$ cat config.mk
export PLATFORM = sky130hd
export DESIGN_NAME = status_ack_gate
export DESIGN_NICKNAME = d
export VERILOG_FILES = /design/src/rtl/sag_pkg.sv /design/src/rtl/sag_ctrl_reg.sv /design/src/rtl/sag_req_track.sv /design/src/rtl/sag_hs_decide.sv /design/src/rtl/status_ack_gate.sv
export SDC_FILE = /design/constraint.sdc
export NUM_CORES = 1
export LEC_CHECK = 0
export BUFFER_PORTS_ARGS = -buffer_cell sky130_fd_sc_hd__buf_2
export CAP_MARGIN = 10
export CORE_AREA = 2 2 39 41
export CTS_CLUSTER_DIAMETER = 50
export DETAILED_ROUTE_END_ITERATION = 10
export DIE_AREA = 0 0 41 43
export PLACE_DENSITY = 0.56
export SYNTH_ARGS = -nofsm -noshare
export SYNTH_HDL_FRONTEND = slang
export SYNTH_SLANG_ARGS = --single-unit
$ cat constraint.sdc
create_clock -name clk -period 1.84 [get_ports clk]
set_clock_uncertainty 0.15 [all_clocks]
set_input_delay 0.276 -clock clk [delete_from_list [all_inputs] [get_ports clk]]
set_output_delay 0.276 -clock clk [all_outputs]
set_load 0.02 [all_outputs]
$ cat src/rtl/sag_pkg.sv
package sag_pkg;
  localparam logic [7:0] REQ_SET_CONFIG = 8'd9;
  localparam logic [7:0] REQ_SET_IFACE  = 8'd11;

  function automatic logic is_cfg_req(input logic [7:0] breq);
    return (breq == REQ_SET_CONFIG) || (breq == REQ_SET_IFACE);
  endfunction

  // ACK unless a pending request is held and not released
  function automatic logic ack_rule(input logic pend, input logic mode, input logic rel);
    return !pend || !mode || rel;
  endfunction

  // release bit is spent only on a held request being granted
  function automatic logic spend_rule(input logic pend, input logic mode, input logic rel);
    return pend && mode && rel;
  endfunction
endpackage

$ cat src/rtl/sag_ctrl_reg.sv
module sag_ctrl_reg #(
  parameter int REG_W    = 8,
  parameter int EN_BIT   = 7,
  parameter int MODE_BIT = 0
) (
  input  logic             clk,
  input  logic             rst_n,
  input  logic             bus_reset,
  input  logic             wr_en,
  input  logic [REG_W-1:0] wr_data,
  input  logic             grant_take,
  output logic             mode_q,
  output logic             en_q,
  output logic [REG_W-1:0] rd_data
);
  logic set_mode, set_en;
  assign set_mode = wr_en && wr_data[MODE_BIT];
  assign set_en   = wr_en && wr_data[EN_BIT];

  always_ff @(posedge clk or negedge rst_n) begin
    if (!rst_n) begin
      mode_q <= 1'b0;
      en_q   <= 1'b0;
    end else if (bus_reset) begin
      mode_q <= 1'b0;
      en_q   <= 1'b0;
    end else begin
      mode_q <= mode_q | set_mode;
      en_q   <= (en_q & ~grant_take) | set_en;
    end
  end

  for (genvar i = 0; i < REG_W; i++) begin : g_rd
    if (i == EN_BIT) begin : g_en
      assign rd_data[i] = en_q;
    end else if (i == MODE_BIT) begin : g_mode
      assign rd_data[i] = mode_q;
    end else if (i < EN_BIT) begin : g_one
      assign rd_data[i] = 1'b1;
    end else begin : g_rsv
      assign rd_data[i] = 1'b0;
    end
  end
endmodule

$ cat src/rtl/sag_req_track.sv
module sag_req_track #(
  parameter int REQ_W = 8
) (
  input  logic             clk,
  input  logic             rst_n,
  input  logic             bus_reset,
  input  logic             setup_valid,
  input  logic [REQ_W-1:0] setup_req,
  input  logic             status_in_req,
  input  logic             ack_now,
  output logic             pend_q
);
  import sag_pkg::*;

  logic stage_done;
  assign stage_done = status_in_req && ack_now;

  always_ff @(posedge clk or negedge rst_n) begin
    if (!rst_n)             pend_q <= 1'b0;
    else if (bus_reset)     pend_q <= 1'b0;
    else if (setup_valid)   pend_q <= is_cfg_req(8'(setup_req));
    else if (stage_done)    pend_q <= 1'b0;
  end
endmodule

$ cat src/rtl/sag_hs_decide.sv
module sag_hs_decide (
  input  logic clk,
  input  logic rst_n,
  input  logic bus_reset,
  input  logic status_in_req,
  input  logic pend_q,
  input  logic mode_q,
  input  logic en_q,
  output logic ack_now,
  output logic grant_take,
  output logic hs_valid,
  output logic hs_ack
);
  import sag_pkg::*;

  assign ack_now    = ack_rule(pend_q, mode_q, en_q);
  assign grant_take = status_in_req && spend_rule(pend_q, mode_q, en_q);

  always_ff @(posedge clk or negedge rst_n) begin
    if (!rst_n) begin
      hs_valid <= 1'b0;
      hs_ack   <= 1'b0;
    end else if (bus_reset) begin
      hs_valid <= 1'b0;
      hs_ack   <= 1'b0;
    end else begin
      hs_valid <= status_in_req;
      hs_ack   <= status_in_req && ack_now;
    end
  end
endmodule

$ cat src/rtl/status_ack_gate.sv
module status_ack_gate #(
  parameter int REG_W    = 8,
  parameter int EN_BIT   = 7,
  parameter int MODE_BIT = 0,
  parameter int REQ_W    = 8
) (
  input  logic             clk,
  input  logic             rst_n,
  input  logic             bus_reset,
  input  logic             cfg_wr_en,
  input  logic [REG_W-1:0] cfg_wr_data,
  output logic [REG_W-1:0] cfg_rd_data,
  input  logic             setup_valid,
  input  logic [REQ_W-1:0] setup_req,
  input  logic             status_in_req,
  output logic             hs_valid,
  output logic             hs_ack
);
  // internal events, named for the checker
  logic pend_q, mode_q, en_q, ack_now, grant_take;

  sag_ctrl_reg #(.REG_W(REG_W), .EN_BIT(EN_BIT), .MODE_BIT(MODE_BIT)) u_reg (
    .clk(clk), .rst_n(rst_n), .bus_reset(bus_reset),
    .wr_en(cfg_wr_en), .wr_data(cfg_wr_data), .grant_take(grant_take),
    .mode_q(mode_q), .en_q(en_q), .rd_data(cfg_rd_data)
  );

  sag_req_track #(.REQ_W(REQ_W)) u_track (
    .clk(clk), .rst_n(rst_n), .bus_reset(bus_reset),
    .setup_valid(setup_valid), .setup_req(setup_req),
    .status_in_req(status_in_req), .ack_now(ack_now), .pend_q(pend_q)
  );

  sag_hs_decide u_hs (
    .clk(clk), .rst_n(rst_n), .bus_reset(bus_reset),
    .status_in_req(status_in_req), .pend_q(pend_q), .mode_q(mode_q), .en_q(en_q),
    .ack_now(ack_now), .grant_take(grant_take), .hs_valid(hs_valid), .hs_ack(hs_ack)
  );
endmodule

==> results.sh <==
export IMPL_run_status="finished, final reports clean"
export IMPL_multi_input_area_sq_um=109
export IMPL_cts_tree="built"
export IMPL_worstPathRequired_ps=1870
export IMPL_rsz0062_at_grt="no"
export IMPL_n_fill_cell=165
export IMPL_r2r_slack_ps=560
export IMPL_syn_area_per_cell_sq_um=10.1
export IMPL_cts_resized=0
export IMPL_critPathCaptureType="register"
export IMPL_hold_start="bus_reset"
export IMPL_ir_worst_vdd_v=0.000339
export IMPL_path_clk_slew_ps=40
export IMPL_cap_violations=0
export IMPL_maxSlewViolCount=0
export IMPL_synth_most_common_cell="buf_4"
export IMPL_numCtsBuffers=3
export IMPL_reg2regPathDepth=3
export IMPL_finalCritPeriodShare_pct=69.4
export IMPL_dieArea_sq_um=1760
export IMPL_layout_nets=71
export IMPL_clockRootBuffer="clkbuf_4"
export IMPL_port_buffers=18
export IMPL_fmax_mhz=784
export IMPL_hpwl_um=460
export IMPL_hold_viol=0
export IMPL_worst_path_max_delay_cell="dfrtp_1"
export IMPL_antenna_found_initial=0
export IMPL_fp_dieW_um=41
export IMPL_synth_top_area_cell="dfrtp_1"
export IMPL_htree_levels=1
export IMPL_regArea_sq_um=125
export IMPL_ioPinCount=32
export IMPL_p_leak_nw=0.212
export IMPL_gr_total_overflow=0
export IMPL_layout_drive_gt1_share_pct=45.8
export IMPL_cts_sinks=5
export IMPL_path_cells="nand2b_1, a2111oi_2, a41o_1"
export IMPL_yosys_register_bits=5
export IMPL_diodes=0
export IMPL_async_flop_share_pct=100
export IMPL_drc=0
export IMPL_drtPass1Iterations=2
export IMPL_yosysTopAreaCellShare_pct=44.2
export IMPL_synth_flop_cell="dfrtp_1"
export IMPL_whs_endpoint="u_reg.mode_q"
export IMPL_start_util_pct=20.4
export IMPL_coreArea_sq_um=1380
export IMPL_drtIter0Drc=3
export IMPL_vias=252
export IMPL_finalSetupTns_ps=0
export IMPL_crit_type="register to register"
export IMPL_grt_max_degree=6
export IMPL_fin_area_sq_um=388
export IMPL_dpl_cell_area_sq_um=352
export IMPL_hold_depth=2
export IMPL_ys_seq_area_share_pct=44.2
export IMPL_cts_max_path_buffers=2
export IMPL_wire_per_inst_um=9.13
export IMPL_cp_start_kind="register"
export IMPL_gp_congestion=0.684
export IMPL_ant_nets=0
export IMPL_clk_latency_ps=240
export IMPL_hold_class="input port to register"
export IMPL_synth_cells=28
export IMPL_timing_rr_end="u_track.pend_q"
export IMPL_die_height_um=43
export IMPL_fin_util_pct=28.0
export IMPL_power_density_nw_per_um2=776
export IMPL_synth_edff_count=0
export IMPL_wirelength_um=584
export IMPL_reg2reg_from="u_reg.en_q"
export IMPL_rows=14
export IMPL_crit_arrival_ps=1310
export IMPL_yosys_top_cells_count="buf_4, dfrtp_1, inv_1, nor2_1"
export IMPL_setup_viol=0
export IMPL_track_usage_pct=8.38
export IMPL_grt_pass1_vias=250
export IMPL_cp_max_fo=3
export IMPL_syn_to_final_growth_pct=37.2
export IMPL_synth_cell_type_count=15
export IMPL_ys_warn_count=0
export IMPL_max_stage_delay_ps=380
export IMPL_synth_area_sq_um=283
export IMPL_netlist_top_cells_area="dfrtp_1, buf_4, a2111oi_2"
export IMPL_viasPerCell=3.94
export IMPL_min_period_ps=1280
export IMPL_grt_pass1_wl_um=897
## area by class of cell
type,count,area share (%)
sequential,5,32.3
multi-input combinational,18,28.1
timing repair buffer,19,25.8
clock buffer,4,6.77
tap,16,5.16
inverter,2,1.94
## sequential cells by signal (all words and copies together) (netlist names)
| signal | flops |
|---|---|
| u_hs.hs_ack | 1 |
| u_hs.hs_valid | 1 |
| u_reg.en_q | 1 |
| u_reg.mode_q | 1 |
| u_track.pend_q | 1 |
## logic make-up after synthesis
group,count (synthesis),synth area share (%)
buffers and inverters,10,23.9
AOI/OAI and AO/OA,5,15.9
other,1,1.33
DFF,5,44.2
and+or+nand+nor,7,14.6
## critical path, delay by kind of cell (launching register included)
| family | cells | cell delay (ps) |
|---|---|---|
| AO/OA/AOI/OAI | 2 | 500 |
| AND/OR/NAND/NOR | 1 | 180 |
| flip-flops | 1 | 380 |
## worst max-delay path by stage
stage / start / to / slack (ps) / depth (start not counted)
after floorplan: u_reg.en_q / u_track.pend_q / 640 / 3
after global placement: u_reg.en_q / u_track.pend_q / 570 / 3
after detailed placement: u_reg.en_q / u_track.pend_q / 580 / 3
after CTS: u_reg.en_q / u_track.pend_q / 560 / 3
after global routing: u_reg.en_q / u_track.pend_q / 520 / 3
final: u_reg.en_q / u_track.pend_q / 560 / 3
## metrics by stage
stage | hold slack, ps | power [mW] | std cells | worst slack, ps
after floorplan | -170 | 0.160 | 33 | 642
after global placement | -55.5 | 0.171 | 59 | 565
after detailed placement | -54.6 | 0.171 | 59 | 580
after CTS | 106 | 0.310 | 64 | 560
after global routing | 118 | 0.323 | 64 | 523
final | 111 | 0.301 | 64 | 564
## report_power, final
part	total [mW]	internal, mW	switching, mW	leakage (nW)
Combinational	0.0529	0.0206	0.0323	0.131
Sequential	0.118	0.115	0.00261	0.0660
Clock	0.130	0.0822	0.0477	0.0150
Total	0.301	0.218	0.0826	0.212
## cell usage in the layout (no fill, tap or decap), types with 2 or more instances in the layout
| cell type | synthesis | routed |
|---|---|---|
| inv_1 | 2 | 2 |
| dfrtp_1 | 5 | 5 |
| conb_1 | 1 | 6 |
| buf_2 | 0 | 18 |
| clkbuf_4 | 0 | 3 |
| nor2_1 | 2 | 2 |
## metal layers
layer	share of wire, %	wire length, um	GRT usage [%]	vias to the layer above
met1	41	242	8.50	111
met3	15	85	9.42	0
met2	44	255	11.3	20
li1	-	-	-	121
met5	0	0	0	-
met4	0	0	2.00	0
## repair_timing
item                                    CTS  global route
hold buffers                              1             0
hold endpoints to repair                  5             0
endpoints found under the setup margin    0             0
buffers inserted                          0             0
No activity file was read; power rests on OpenSTA's default activity.
